$ cat src/rtl/ostat_pkg.sv
package ostat_pkg;
   typedef enum logic {
      MUX_CHAIN = 1'b0,
      MUX_TREE  = 1'b1
   } mux_style_e;
endpackage

$ cat src/rtl/ostat_thermo.sv
module ostat_thermo #(
   parameter int K = 8,
   parameter int N = 4,
   localparam int LEVELS = 1 << N
)(
   input  logic [K*N-1:0]             vals,
   output logic [K-1:0][LEVELS-1:0]   therm
);
   // one comparator per (entry, level): bit set when entry reaches the level
   for (genvar i = 0; i < K; i++) begin : g_entry
      for (genvar j = 0; j < LEVELS; j++) begin : g_level
         assign therm[i][j] = (vals[i*N +: N] >= N'(j));
      end
   end
endmodule

$ cat src/rtl/ostat_rank.sv
module ostat_rank #(
   parameter int K = 8,
   parameter int N = 4,
   localparam int LEVELS = 1 << N,
   localparam int GW     = $clog2(K + 1)
)(
   input  logic [K-1:0][LEVELS-1:0] therm,
   input  logic [GW-1:0]            rank,
   output logic [LEVELS-1:0]        sel
);
   for (genvar j = 0; j < LEVELS; j++) begin : g_level
      logic [GW-1:0] cnt;
      logic          pair;
      logic          later;

      // population count of entries at or above level j
      always_comb begin
         cnt = '0;
         for (int i = 0; i < K; i++) cnt = cnt + GW'(therm[i][j]);
      end

      // rank-2 fast term: each entry ANDed with the OR of all later entries
      always_comb begin
         pair  = 1'b0;
         later = 1'b0;
         for (int i = K - 1; i >= 0; i--) begin
            pair  = pair | (therm[i][j] & later);
            later = later | therm[i][j];
         end
      end

      assign sel[j] = (rank == GW'(2)) ? pair : (cnt >= rank);
   end
endmodule

$ cat src/rtl/ostat_pick.sv
module ostat_pick import ostat_pkg::*; #(
   parameter int         N     = 4,
   parameter mux_style_e STYLE = MUX_TREE,
   localparam int LEVELS = 1 << N
)(
   input  logic [LEVELS-1:0] sel,
   output logic [N-1:0]      level
);
   if (STYLE == MUX_CHAIN) begin : g_chain
      // linear chain: each stage offers its own level when its select is high
      always_comb begin
         level = '0;
         for (int j = 1; j < LEVELS; j++) begin
            if (sel[j]) level = N'(j);
         end
      end
   end else begin : g_tree
      // select bits are monotone in level, so resolve one result bit per stage
      logic [N-1:0] cand;
      always_comb begin
         level = '0;
         cand  = '0;
         for (int b = N - 1; b >= 0; b--) begin
            cand = level | (N'(1) << b);
            if (sel[cand]) level = cand;
         end
      end
   end
endmodule

$ cat src/rtl/ostat_select.sv
module ostat_select import ostat_pkg::*; #(
   parameter int         K         = 8,
   parameter int         N         = 4,
   parameter bit         PIPELINE  = 1'b1,
   parameter mux_style_e MUX_STYLE = MUX_TREE,
   localparam int LEVELS = 1 << N,
   localparam int GW     = $clog2(K + 1),
   localparam int IW     = $clog2(K)
)(
   input  logic            clk,
   input  logic            rst_n,
   input  logic            in_valid,
   input  logic [K*N-1:0]  in_data,
   input  logic [GW-1:0]   in_rank,
   input  logic            in_min,
   output logic            out_valid,
   output logic [N-1:0]    out_data,
   output logic [IW-1:0]   out_index,
   output logic            out_error
);
   if (K < 2) begin : g_bad_k
      $error("ostat_select: K must be at least 2");
   end
   if (N < 1 || N > 10) begin : g_bad_n
      $error("ostat_select: N must lie in 1..10");
   end

   // ---------------- stage A: transform and compare ----------------
   logic [K*N-1:0]            a_x;
   logic                      a_err;
   logic [K-1:0][LEVELS-1:0]  a_therm;

   assign a_x   = in_min ? ~in_data : in_data;
   assign a_err = (in_rank == '0) || (in_rank > GW'(K));

   ostat_thermo #(.K(K), .N(N)) u_thermo (
      .vals  (a_x),
      .therm (a_therm)
   );

   // ---------------- stage B: per-level counting ----------------
   logic [K-1:0][LEVELS-1:0]  b_therm;
   logic [GW-1:0]             b_rank;
   logic [K*N-1:0]            b_x;
   logic                      b_min, b_err, b_valid;
   logic [LEVELS-1:0]         b_sel;

   ostat_rank #(.K(K), .N(N)) u_rank (
      .therm (b_therm),
      .rank  (b_rank),
      .sel   (b_sel)
   );

   // ---------------- stage C: level selection ----------------
   logic [LEVELS-1:0]         c_sel;
   logic [K*N-1:0]            c_x;
   logic                      c_min, c_err, c_valid;
   logic [N-1:0]              c_level;

   if (PIPELINE) begin : g_pipe
      always_ff @(posedge clk or negedge rst_n) begin
         if (!rst_n) begin
            b_therm <= '0;
            b_rank  <= '0;
            b_x     <= '0;
            b_min   <= 1'b0;
            b_err   <= 1'b0;
            b_valid <= 1'b0;
            c_sel   <= '0;
            c_x     <= '0;
            c_min   <= 1'b0;
            c_err   <= 1'b0;
            c_valid <= 1'b0;
         end else begin
            b_therm <= a_therm;
            b_rank  <= in_rank;
            b_x     <= a_x;
            b_min   <= in_min;
            b_err   <= a_err;
            b_valid <= in_valid;
            c_sel   <= b_sel;
            c_x     <= b_x;
            c_min   <= b_min;
            c_err   <= b_err;
            c_valid <= b_valid;
         end
      end
   end else begin : g_comb
      assign b_therm = a_therm;
      assign b_rank  = in_rank;
      assign b_x     = a_x;
      assign b_min   = in_min;
      assign b_err   = a_err;
      assign b_valid = in_valid;
      assign c_sel   = b_sel;
      assign c_x     = b_x;
      assign c_min   = b_min;
      assign c_err   = b_err;
      assign c_valid = b_valid;
   end

   ostat_pick #(.N(N), .STYLE(MUX_STYLE)) u_pick (
      .sel   (c_sel),
      .level (c_level)
   );

   // lowest position holding the chosen level (same transformed domain)
   logic [IW-1:0] c_idx;
   logic          c_found;
   always_comb begin
      c_idx   = '0;
      c_found = 1'b0;
      for (int i = 0; i < K; i++) begin
         if (!c_found && (c_x[i*N +: N] == c_level)) begin
            c_idx   = IW'(i);
            c_found = 1'b1;
         end
      end
   end

   assign out_valid = c_valid;
   assign out_error = c_err;
   assign out_data  = c_err ? '0 : (c_level ^ {N{c_min}});
   assign out_index = c_err ? '0 : c_idx;
endmodule

$ cat config.mk
export PLATFORM = sky130hd
export DESIGN_NAME = ostat_select
export DESIGN_NICKNAME = d
export VERILOG_FILES = /design/src/rtl/ostat_pkg.sv /design/src/rtl/ostat_thermo.sv /design/src/rtl/ostat_rank.sv /design/src/rtl/ostat_pick.sv /design/src/rtl/ostat_select.sv
export SDC_FILE = /design/constraint.sdc
export NUM_CORES = 1
export LEC_CHECK = 0
export ABC_AREA = 1
export BUFFER_PORTS_ARGS = -buffer_cell sky130_fd_sc_hd__clkbuf_2
export CAP_MARGIN = 5
export CORE_MARGIN = 2
export CORE_UTILIZATION = 63
export DETAILED_ROUTE_END_ITERATION = 6
export GPL_TIMING_DRIVEN = 0
export HOLD_SLACK_MARGIN = 0.06
export PLACE_DENSITY = 0.81
export SYNTH_ARGS = -nofsm -noshare
export SYNTH_HDL_FRONTEND = slang
export SYNTH_SLANG_ARGS = --single-unit
$ cat constraint.sdc
create_clock -name clk -period 4.6 [get_ports clk]
set_input_delay 1.38 -clock clk [delete_from_list [all_inputs] [get_ports clk]]
set_output_delay 1.38 -clock clk [all_outputs]
set_load 0.02 [all_outputs]
==> results of run 1 <==
## layout by cell type (no fill, tap or decap), types with 6 or more instances in the layout
cell type	synthesis	layout
clkinv_2	0	6
xor2_1	38	38
fa_1	60	60
a21oi_1	74	74
ha_1	105	105
inv_1	289	289
nand3_1	46	46
o21ai_0	46	46
clkbuf_16	0	21
a21boi_0	15	15
nand2_1	137	137
a22oi_1	9	9
nand2_2	7	7
o2111ai_1	11	11
nor2_1	122	122
xnor2_1	34	34
clkbuf_2	0	47
dfrtp_1	204	204
o21a_1	14	14
nand3_2	8	8
## logic make-up (layout without fill, tap and decap cells)
group	Yosys count	in the layout	share of synthesized area, %
flip-flops	204	204	42.3
AND/OR/NAND/NOR	339	339	12.7
adder cells (fa/ha/maj)	165	165	20.8
XOR/XNOR	72	72	5.22
AO/OA/AOI/OAI	189	189	9.51
buffers and inverters	299	386	9.44
## metrics by stage
step | util (%) | cell area [µm²]
after floorplan | - | 12100
after global placement | 67.2 | 12600
after detailed placement | 67.4 | 12600
after CTS | 71.1 | 13300
after global routing | 71.1 | 13300
final | 71.1 | 13300
## routing by layer
| metal | global-route usage, % | vias to the layer above | wire length [µm] |
|---|---|---|---|
| met3 | 5.75 | 106 | 2260 |
| met2 | 52.0 | 377 | 14300 |
| met1 | 41.6 | 4359 | 12200 |
| met4 | 13.5 | 0 | 1540 |
| li1 | - | 4104 | - |
| met5 | 0 | - | 0 |
## worst paths after layout
check / cells after the start / to / slack [ns] / from
min: 0 / out_valid / 0.35 / b_valid
max: 18 / out_index[1] / 0.31 / c_sel[8]
max reg2reg: 14 / c_sel[11] / 0.95 / b_therm[27]
min reg2reg: 0 / out_valid / 0.35 / b_valid
max in group asynchronous: 2 / b_rank[2] / 2.72 / rst_n
min in group asynchronous: 1 / b_valid / 0.90 / rst_n
## critical path, cell delays in order (launching register included)
cell and delay, ns:
dfrtp_1 0.44, inv_2 0.18, nand2_2 0.12, nand3_2 0.11, nand2_4 0.09, nand2_8 0.12
nand2_1 0.07, nand3_2 0.08, nand3_4 0.17, nand2_8 0.16, nand2_2 0.05, nand3_1 0.10
nand2_2 0.10, nor2_4 0.13, nand4_2 0.13, nand3_1 0.11, nand2_1 0.05, inv_1 0.05
clkbuf_2 0.15
## synthesized netlist by cell type (5+ instances only)
master / count / area share, %
inv_1: 289 / 9.0
dfrtp_1: 204 / 42
nand2_1: 137 / 4.3
nor2_1: 122 / 3.8
ha_1: 105 / 11
a21oi_1: 74 / 3.1
fa_1: 60 / 9.9
nand3_1: 46 / 1.9
o21ai_0: 46 / 1.9
xor2_1: 38 / 2.8
xnor2_1: 34 / 2.5
a21boi_0: 15 / 0.93
o21a_1: 14 / 0.87
o2111ai_1: 11 / 0.80
a22oi_1: 9 / 0.56
nand3_2: 8 / 0.66
nand2_2: 7 / 0.36
buf_2: 5 / 0.21
## state kept, by name, summed over array words and instances (netlist names), 4 cells and up
name and cells:
b_rank 4, b_therm 117, b_x 30, c_sel 15, c_x 32
## final cells by class
| cell class | count | area (µm²) | area share, % |
|---|---|---|---|
| Buffer | 9 | 51.3 | 0.385 |
| Clock buffer | 27 | 578 | 4.33 |
| Clock inverter | 11 | 115 | 0.863 |
| Inverter | 290 | 1090 | 8.16 |
| Multi-Input combinational cell | 765 | 5830 | 43.7 |
| Sequential cell | 204 | 5100 | 38.3 |
| Tap cell | 234 | 293 | 2.20 |
| Timing Repair Buffer | 49 | 277 | 2.07 |
## power groups by stage
stage	clock network, mW	logic [mW]	registers, mW
after floorplan	0	2.15	2.15
after global placement	0	2.68	2.21
after detailed placement	0	2.83	2.21
after CTS	1.72	2.87	2.18
after global routing	1.79	3.29	2.21
final	1.72	2.87	2.19
==> insert_results.sql, run 1 <==
INSERT INTO impl_metrics (metric_group, metric, value, unit) VALUES
('clock_tree', 'worst_skew_pair.late_latency', '0.51', 'ns'),
('hold_path', 'holdCritPathClass', 'flip-flop to flip-flop', ''),
('timing', 'hold-worst-slack', '0.349', 'ns'),
('power', 'power_report.internal_total', '4.16', 'mW'),
('cells_and_area', 'antenna-diode-count', '0', ''),
('placement', 'buffer_ports.inserted', '48', ''),
('cells_and_area', 'relative_area_change_from_synthesis_to_final_layout', '10.5', '%'),
('timing', 'grt_setup_unrepaired', 'no', ''),
('placement', 'placedCellCount', '1551', ''),
('yosys', 'synth_seq_cells', '204', ''),
('clock_tree', 'cts.repair.resized', '0', ''),
('die', 'die_y', '142', 'µm'),
('yosys', 'synthesis.area_per_instance', '9.52', 'µm²'),
('power', 'clock_power_share', '25.4', '%'),
('route', 'detail_route.wirelength', '30300', 'µm'),
('setup_path', 'worst_ep_arrival_time', '2.91', 'ns'),
('yosys', 'syn_area', '12100', 'µm²'),
('route', 'drcViolationCount', '0', ''),
('setup_path', 'path_max_fanout', '10', ''),
('timing', 'setup_ws', '0.306', 'ns'),
('job', 'max_cap_viol_count', '0', ''),
('die', 'floorplan.die_area', '20300', 'µm²'),
('yosys', 'synth_flop_cell', 'dfrtp_1', ''),
('route', 'post_drt_via_cell_ratio', '5.63', ''),
('timing', 'setup-violations-final', '0', ''),
('power', 'seq_power_share', '32.3', '%'),
('route', 'drt-wirelength-per-cell', '19.0', 'µm'),
('die', 'die_w', '142', 'µm'),
('power', 'ir_drop', '335', 'µV'),
('route', 'drt_pre_antenna_iters', '7', ''),
('yosys', 'asyncSetResetFlopFracSynth', '100', '%'),
('power', 'switching_share', '38.7', '%'),
('timing', 'fmaxAchievable', '233', 'MHz'),
('cells_and_area', 'post_route_cells_drive_above_1_share', '9.00', '%'),
('clock_tree', 'post_cts_buffers', '0', ''),
('timing', 'layout_worst_path_cycle_share', '93.4', '%'),
('die', 'ioPinCount', '49', ''),
('global_routing', 'globalRouteOverflowTotal', '0', ''),
('timing', 'final_period_minus_worst_setup_slack', '4.29', 'ns'),
('clock_tree', 'count_of_hold_fix_buffers_inserted_at_cts', '0', ''),
('yosys', 'synth_cells', '1268', ''),
('yosys', 'yosysSeqAreaShare', '42.3', '%'),
('timing', 'hold_vio_cnt_final', '0', ''),
('setup_path', 'worst_ep_required_time', '3.22', 'ns'),
('power', 'power_per_cell_area', '509', 'nW/µm²'),
('setup_path', 'setup.worst_path.end_class', 'output pin', ''),
('power', 'netSwitchingPower', '2.62', 'mW'),
('clock_tree', 'clockRootBuffer', 'clkbuf_16', ''),
('timing', 'max_slew.worst_pin.slew', '1.31', 'ns'),
('power', 'power.total', '6.78', 'mW'),
('clock_tree', 'cts_tree', 'done', ''),
('power', 'pwr-share-comb', '42.3', '%'),
('timing', 'slew_headroom', '12.8', '%'),
('global_routing', 'grt_max_degree', '108', ''),
('cells_and_area', 'finish.cell_count_without_fillers', '1589', ''),
('die', 'floorplan.core_area', '18800', 'µm²'),
('cells_and_area', 'fillerInstances', '1340', ''),
('route', 'antenna_violating_nets_post_route', '0', ''),
('timing', 'setup_total_negative_slack', '0', 'ns'),
('route', 'vias', '8946', ''),
('run_status', 'outcome', 'completed', ''),
('placement', 'routability_congestion_estimate', '0.975', ''),
('setup_path', 'worstSetupPathType', 'flip-flop to output pin', ''),
('yosys', 'synth.net_count', '1473', ''),
('clock_tree', 'cts_buffers', '21', ''),
('yosys', 'yosys_warnings', '0', ''),
('timing', 'timing_max_transition_violations_final', '0', ''),
('timing', 'final.setup_skew', '0.0186', 'ns'),
('clock_tree', 'clk_path_buf_depth', '3', ''),
('die', 'initial_utilization', '64.3', '%'),
('power', 'total_leakage_power', '6.98', 'nW'),
('route', 'drtIter0Drc', '805', ''),
('global_routing', 'global_route_wire_length_before_repair', '47900', 'µm'),
('global_routing', 'grt_antenna_before_repair', '0', ''),
('global_routing', 'grt_pass1_vias', '9189', ''),
('cells_and_area', 'nNetsFinal', '1545', ''),
('clock_tree', 'clock_transition_at_the_registers_of_the_reported_paths', '0.06', 'ns'),
('setup_path', 'setup.worst_path.start_class', 'flip-flop', ''),
('placement', 'dp_slack', '0.874', 'ns'),
('yosys', 'unique_masters_post_synth', '42', ''),
('placement', 'dpl.hpwl', '21600', 'µm'),
('yosys', 'synth_enable_flop_cells', '0', ''),
('clock_tree', 'cts.sink_count', '204', ''),
('die', 'rows', '50', ''),
('global_routing', 'gr-usage-all-layers', '31.6', '%'),
('clock_tree', 'htree_num_levels', '1', '');
(Power assumes the default switching activity.)
==> run 2: changes to the inputs <==
--- a/config.mk
+++ b/config.mk
@@ -13,6 +13,7 @@
 export DETAILED_ROUTE_END_ITERATION = 6
 export GPL_TIMING_DRIVEN = 0
 export HOLD_SLACK_MARGIN = 0.06
+export MAX_ROUTING_LAYER = met4
 export PLACE_DENSITY = 0.81
 export SYNTH_ARGS = -nofsm -noshare
 export SYNTH_HDL_FRONTEND = slang
==> insert_results.sql, run 2 (synthesized netlist as in run 1, its figures left out) <==
INSERT INTO impl_metrics (metric_group, metric, value, unit) VALUES
('route', 'antenna_violating_nets_post_route', '0', ''),
('global_routing', 'gr-usage-all-layers', '33.1', '%'),
('clock_tree', 'cts_tree', 'done', ''),
('placement', 'buffer_ports.inserted', '48', ''),
('cells_and_area', 'largest_register', 'b_therm', ''),
('timing', 'setup-violations-final', '0', ''),
('clock_tree', 'cts_buffers', '22', ''),
('placement', 'routability_congestion_estimate', '0.987', ''),
('clock_tree', 'clk_path_buf_depth', '3', ''),
('die', 'die_y', '142', 'µm'),
('setup_path', 'worst_ep_required_time', '3.22', 'ns'),
('setup_path', 'setup.worst_path.start_class', 'flip-flop', ''),
('timing', 'fmaxAchievable', '229', 'MHz'),
('route', 'drt-wirelength-per-cell', '19.3', 'µm'),
('global_routing', 'global_route_wire_length_before_repair', '48500', 'µm'),
('global_routing', 'grt_antenna_before_repair', '0', ''),
('cells_and_area', 'antenna-diode-count', '0', ''),
('cells_and_area', 'area_occupied_by_multi_input_gates', '5830', 'µm²'),
('route', 'detail_route.wirelength', '30700', 'µm'),
('power', 'power_per_cell_area', '513', 'nW/µm²'),
('setup_path', 'worstSetupPathType', 'flip-flop to output pin', ''),
('route', 'drcViolationCount', '0', ''),
('placement', 'dpl.hpwl', '21700', 'µm'),
('clock_tree', 'cts.sink_count', '204', ''),
('global_routing', 'grt_pass1_vias', '9306', ''),
('timing', 'grt_setup_unrepaired', 'no', ''),
('cells_and_area', 'layout_top_registers', 'b_therm: 117 flops, c_x: 32 flops, b_x: 30 flops', ''),
('run_status', 'outcome', 'completed', ''),
('cells_and_area', 'relative_area_change_from_synthesis_to_final_layout', '10.7', '%'),
('timing', 'timing_max_transition_violations_final', '0', ''),
('timing', 'final.setup_skew', '0.0310', 'ns'),
('timing', 'hold_vio_cnt_final', '0', ''),
('route', 'drt_pre_antenna_iters', '6', ''),
('hold_path', 'holdCritPathClass', 'flip-flop to flip-flop', ''),
('route', 'drtIter0Drc', '753', ''),
('timing', 'max_slew.worst_pin.slew', '1.32', 'ns'),
('timing', 'slew_headroom', '11.3', '%'),
('setup_path', 'worst_r2r_path_depth', '14', ''),
('placement', 'dp_slack', '0.577', 'ns'),
('clock_tree', 'worst_skew_pair.late_latency', '0.53', 'ns'),
('die', 'initial_utilization', '64.3', '%'),
('power', 'total_leakage_power', '7.00', 'nW'),
('die', 'ioPinCount', '49', ''),
('cells_and_area', 'finish.cell_count_without_fillers', '1590', ''),
('setup_path', 'setup.worst_path.end_class', 'output pin', ''),
('clock_tree', 'htree_num_levels', '1', ''),
('timing', 'setup_total_negative_slack', '0', 'ns'),
('timing', 'final_period_minus_worst_setup_slack', '4.37', 'ns'),
('clock_tree', 'clock_transition_at_the_registers_of_the_reported_paths', '0.07', 'ns'),
('cells_and_area', 'nNetsFinal', '1546', ''),
('global_routing', 'globalRouteOverflowTotal', '0', ''),
('route', 'post_drt_via_cell_ratio', '5.66', ''),
('placement', 'placedCellCount', '1551', ''),
('cells_and_area', 'post_route_cells_drive_above_1_share', '9.14', '%'),
('setup_path', 'worst_ep_arrival_time', '2.99', 'ns'),
('clock_tree', 'post_cts_buffers', '0', ''),
('global_routing', 'grt_max_degree', '105', ''),
('clock_tree', 'cts.repair.resized', '0', ''),
('timing', 'layout_worst_path_cycle_share', '95.0', '%'),
('die', 'floorplan.core_area', '18800', 'µm²'),
('clock_tree', 'count_of_hold_fix_buffers_inserted_at_cts', '0', ''),
('cells_and_area', 'layout.cells.most_common', 'inv_1', ''),
('clock_tree', 'clockRootBuffer', 'clkbuf_16', ''),
('job', 'max_cap_viol_count', '0', ''),
('timing', 'setup_ws', '0.230', 'ns'),
('die', 'die_w', '142', 'µm'),
('die', 'floorplan.die_area', '20300', 'µm²'),
('setup_path', 'path_max_fanout', '10', ''),
('route', 'vias', '8994', ''),
('die', 'rows', '50', ''),
('power', 'ir_drop', '333', 'µV'),
('cells_and_area', 'max_reg_flops', '117', ''),
('cells_and_area', 'fillerInstances', '1306', ''),
('cells_and_area', 'regArea', '5100', 'µm²'),
('hold_path', 'hold_depth', '0', ''),
('power', 'power.total', '6.86', 'mW'),
('cells_and_area', 'layout.cells.most_common_list', '289 x inv_1, 204 x dfrtp_1, 137 x nand2_1', '');
[run 2: per-layer routing]
layer / vias to the layer above / routed length [µm] / GRT usage (%)
met5: - / 0 / -
li1: 4122 / - / -
met2: 357 / 14400 / 53.0
met1: 4394 / 12100 / 40.7
met4: 0 / 1700 / 16.1
met3: 121 / 2440 / 6.43
[run 2: worst paths after layout]
check                                start           end  slack, ns
worst max-delay path              c_sel[8]  out_index[2]       0.23
worst min-delay path               b_x[18]       c_x[18]       0.35
worst max register to register  b_therm[2]      c_sel[2]       0.89
worst min register to register     b_x[18]       c_x[18]       0.35
max in group asynchronous            rst_n  b_therm[102]       2.71
min in group asynchronous            rst_n       b_valid       0.93
[run 2: power by group]
group,total (mW),internal [mW],switching [mW]
sequential,2.19,2.02,0.173
clock,1.78,1.04,0.744
combinational,2.89,1.14,1.75
[run 2: per-stage QoR]
stage	utilization (%)	hold slack, ns	cell area [µm²]
6_report	71.2	0.347	13400
5_1_grt	71.2	0.353	13400
4_1_cts	71.2	0.349	13400
3_5_place_dp	67.4	0.335	12600
3_3_place_gp	67.2	0.331	12600
2_1_floorplan	-	0.331	12100
[run 2: cell type report]
cell class                      count  area share, %
Timing Repair Buffer               49           2.07
Clock inverter                      9          0.655
Multi-Input combinational cell    765           43.6
Sequential cell                   204           38.2
Clock buffer                       30           4.79
Tap cell                          234           2.19
Inverter                          290           8.14
Buffer                              9          0.384
[run 2: worst max-delay path, cell delays in order (launching register included)]
cell,delay [ns]
dfrtp_1,0.45
inv_2,0.19
nand2_2,0.11
nand3_2,0.10
nand2_4,0.09
nand2_8,0.12
nand2_1,0.07
nand3_2,0.08
nand3_4,0.18
nand2_8,0.17
nand2_1,0.10
nand3_1,0.10
nand2_2,0.08
nor2_4,0.13
nand4_2,0.14
a21oi_1,0.19
clkbuf_2,0.18
==> run 3: changes to the inputs <==
--- a/config.mk
+++ b/config.mk
@@ -14,7 +14,7 @@
 export GPL_TIMING_DRIVEN = 0
 export HOLD_SLACK_MARGIN = 0.06
 export MAX_ROUTING_LAYER = met4
-export PLACE_DENSITY = 0.81
+export PLACE_DENSITY = 0.88
 export SYNTH_ARGS = -nofsm -noshare
 export SYNTH_HDL_FRONTEND = slang
 export SYNTH_SLANG_ARGS = --single-unit
==> insert_results.sql, run 3 (synthesized netlist as in run 1, its figures left out) <==
INSERT INTO impl_metrics (metric_group, metric, value, unit) VALUES
('run_status', 'outcome', 'completed', ''),
('clock_tree', 'clk_path_buf_depth', '3', ''),
('clock_tree', 'cts.repair.resized', '0', ''),
('job', 'max_cap_viol_count', '0', ''),
('placement', 'dpl.hpwl', '22800', 'µm'),
('cells_and_area', 'largest_register', 'b_therm', ''),
('clock_tree', 'htree_num_levels', '1', ''),
('die', 'initial_utilization', '64.3', '%'),
('timing', 'final.setup_skew', '0.0119', 'ns'),
('clock_tree', 'cts_buffers', '22', ''),
('power', 'total_leakage_power', '7.01', 'nW'),
('setup_path', 'worstSetupPathType', 'flip-flop to output pin', ''),
('clock_tree', 'worst_skew_pair.late_latency', '0.51', 'ns'),
('cells_and_area', 'nNetsFinal', '1546', ''),
('timing', 'hold_vio_cnt_final', '0', ''),
('die', 'floorplan.die_area', '20300', 'µm²'),
('setup_path', 'worst_r2r_path_depth', '14', ''),
('route', 'post_drt_via_cell_ratio', '5.97', ''),
('global_routing', 'grt_max_degree', '111', ''),
('timing', 'max_slew.worst_pin.slew', '1.25', 'ns'),
('setup_path', 'slowest_stage', 'dfrtp_1', ''),
('timing', 'setup-violations-final', '0', ''),
('power', 'ir_drop', '322', 'µV'),
('global_routing', 'globalRouteOverflowTotal', '0', ''),
('cells_and_area', 'final_core_utilization', '71.4', '%'),
('clock_tree', 'clockRootBuffer', 'clkbuf_16', ''),
('cells_and_area', 'fillerInstances', '1257', ''),
('hold_path', 'hold_start', 'b_x[30]', ''),
('hold_path', 'hold_depth', '0', ''),
('route', 'detail_route.wirelength', '33400', 'µm'),
('die', 'floorplan.core_area', '18800', 'µm²'),
('global_routing', 'global_route_wire_length_before_repair', '53100', 'µm'),
('setup_path', 'crit_path_max_incr_delay', '0.44', 'ns'),
('timing', 'final_period_minus_worst_setup_slack', '4.42', 'ns'),
('cells_and_area', 'layout_top_registers', 'b_therm: 117 flops, c_x: 32 flops, b_x: 30 flops', ''),
('clock_tree', 'post_cts_buffers', '0', ''),
('cells_and_area', 'max_reg_flops', '117', ''),
('global_routing', 'gr-usage-all-layers', '35.7', '%'),
('setup_path', 'setup.worst_path.end_class', 'output pin', ''),
('setup_path', 'worst_ep_arrival_time', '3.04', 'ns'),
('hold_path', 'whs_endpoint', 'c_x[30]', ''),
('route', 'antenna_violating_nets_post_route', '0', ''),
('route', 'vias', '9493', ''),
('setup_path', 'worst_ep_required_time', '3.22', 'ns'),
('die', 'rows', '50', ''),
('global_routing', 'grt_antenna_before_repair', '1', ''),
('route', 'drt_pre_antenna_iters', '7', ''),
('timing', 'slew_headroom', '16.9', '%'),
('timing', 'setup_total_negative_slack', '0', 'ns'),
('die', 'ioPinCount', '49', ''),
('cells_and_area', 'relative_area_change_from_synthesis_to_final_layout', '11.0', '%'),
('setup_path', 'rr_endpoint', 'c_sel[10]', ''),
('setup_path', 'crit_chain', 'inv_2, nand2_2, nand3_2, nand2_4, nand2_8, nand2_1, nand3_2, nand3_4, nand2_8, nand2_2, nand3_1, nand2_2, nor2_4, nand4_2, nand3_1, nand2_1, inv_1, clkbuf_2', ''),
('setup_path', 'path_max_fanout', '10', ''),
('route', 'drcViolationCount', '0', ''),
('cells_and_area', 'layout.cells.most_common', 'inv_1', ''),
('route', 'drt-wirelength-per-cell', '21.0', 'µm'),
('placement', 'buffer_ports.inserted', '48', ''),
('setup_path', 'critical-path-top-cell-by-count', 'nand2_2', ''),
('placement', 'routability_congestion_estimate', '0.997', ''),
('cells_and_area', 'post_route_cells_drive_above_1_share', '9.14', '%'),
('timing', 'timing_max_transition_violations_final', '0', ''),
('clock_tree', 'clock_transition_at_the_registers_of_the_reported_paths', '0.07', 'ns'),
('clock_tree', 'count_of_hold_fix_buffers_inserted_at_cts', '0', ''),
('hold_path', 'holdCritPathClass', 'flip-flop to flip-flop', ''),
('global_routing', 'grt_pass1_vias', '10100', ''),
('power', 'power_per_cell_area', '527', 'nW/µm²'),
('setup_path', 'setup.worst_path.start_class', 'flip-flop', ''),
('die', 'die_y', '142', 'µm'),
('setup_path', 'timing.reg2reg.setup_slack', '0.76', 'ns'),
('cells_and_area', 'layout.cells.most_common_list', '289 x inv_1, 204 x dfrtp_1, 137 x nand2_1', ''),
('die', 'die_w', '142', 'µm'),
('route', 'drtIter0Drc', '1010', ''),
('clock_tree', 'cts_tree', 'done', ''),
('timing', 'layout_worst_path_cycle_share', '96.1', '%'),
('timing', 'grt_setup_unrepaired', 'no', ''),
('timing', 'fmaxAchievable', '226', 'MHz'),
('clock_tree', 'cts.sink_count', '204', ''),
('setup_path', 'r2r_start', 'b_therm[10]', '');
-- run 3: cell count changes in the layout (fill, tap and decap cells not counted), sizes merged --
| cell | previous run | this run |
|---|---|---|
| bufinv | 1 | 2 |
| diode | 0 | 1 |
| inv | 291 | 290 |
-- run 3: routing by layer --
layer,global-route usage (%),wire length [µm],up-vias
li1,-,-,4113
met1,42.1,12200,4616
met2,55.9,15700,568
met3,11.1,3490,196
met4,18.0,1990,0
met5,-,0,-
-- run 3: how the worst max path moves through the flow --
| stage | cells past startpoint | start | end | slack, ns |
|---|---|---|---|---|
| CTS | 17 | c_sel[8] | out_index[1] | 0.22 |
| floorplan | 14 | c_sel[8] | out_index[2] | 1.14 |
| detailed placement | 18 | c_sel[8] | out_index[1] | 0.81 |
| global route | 18 | c_sel[8] | out_index[1] | 0.03 |
| global placement | 1 | rst_n | c_sel[4] | -1.47 |
| finish | 18 | c_sel[8] | out_index[1] | 0.18 |
-- run 3: area by class of cell --
type                    count  area (µm²)  share of cell area [%]
repair buffers             49         277                    2.06
clock buffers              30         652                    4.86
well taps                 234         293                    2.18
clock inverters             9         109                   0.812
multi-input cells         765        5830                    43.5
flip-flops and latches    204        5100                    38.1
diodes                      1        2.50                  0.0187
plain buffers               9        51.3                   0.383
inverters                 290        1090                    8.12
-- run 3: report_power, final --
group / total (mW) / internal (mW) / switching (mW) / leakage [nW]
logic: 3.00 / 1.16 / 1.84 / 4.26
registers: 2.20 / 2.02 / 0.182 / 2.38
clock network: 1.86 / 1.11 / 0.756 / 0.374
-- run 3: through the flow --
| step | cell area (µm²) | std cells | setup WS (ns) | hold WS (ns) | power (mW) |
|---|---|---|---|---|---|
| 3_3_place_gp | 12600 | 1550 | -1.47 | 0.332 | 4.86 |
| 5_1_grt | 13400 | 1591 | 0.0293 | 0.354 | 7.50 |
| 2_1_floorplan | 12100 | 1268 | 1.14 | 0.331 | 4.29 |
| 3_5_place_dp | 12600 | 1551 | 0.805 | 0.335 | 5.09 |
| 6_report | 13400 | 1591 | 0.181 | 0.345 | 7.06 |
| 4_1_cts | 13400 | 1590 | 0.221 | 0.347 | 7.00 |
-- run 3: critical path, delay by kind of cell, from the launching register on --
kind                   cells  cell delay, ns
flip-flops                 1            0.44
AND/OR/NAND/NOR           15            1.69
buffers and inverters      3            0.39
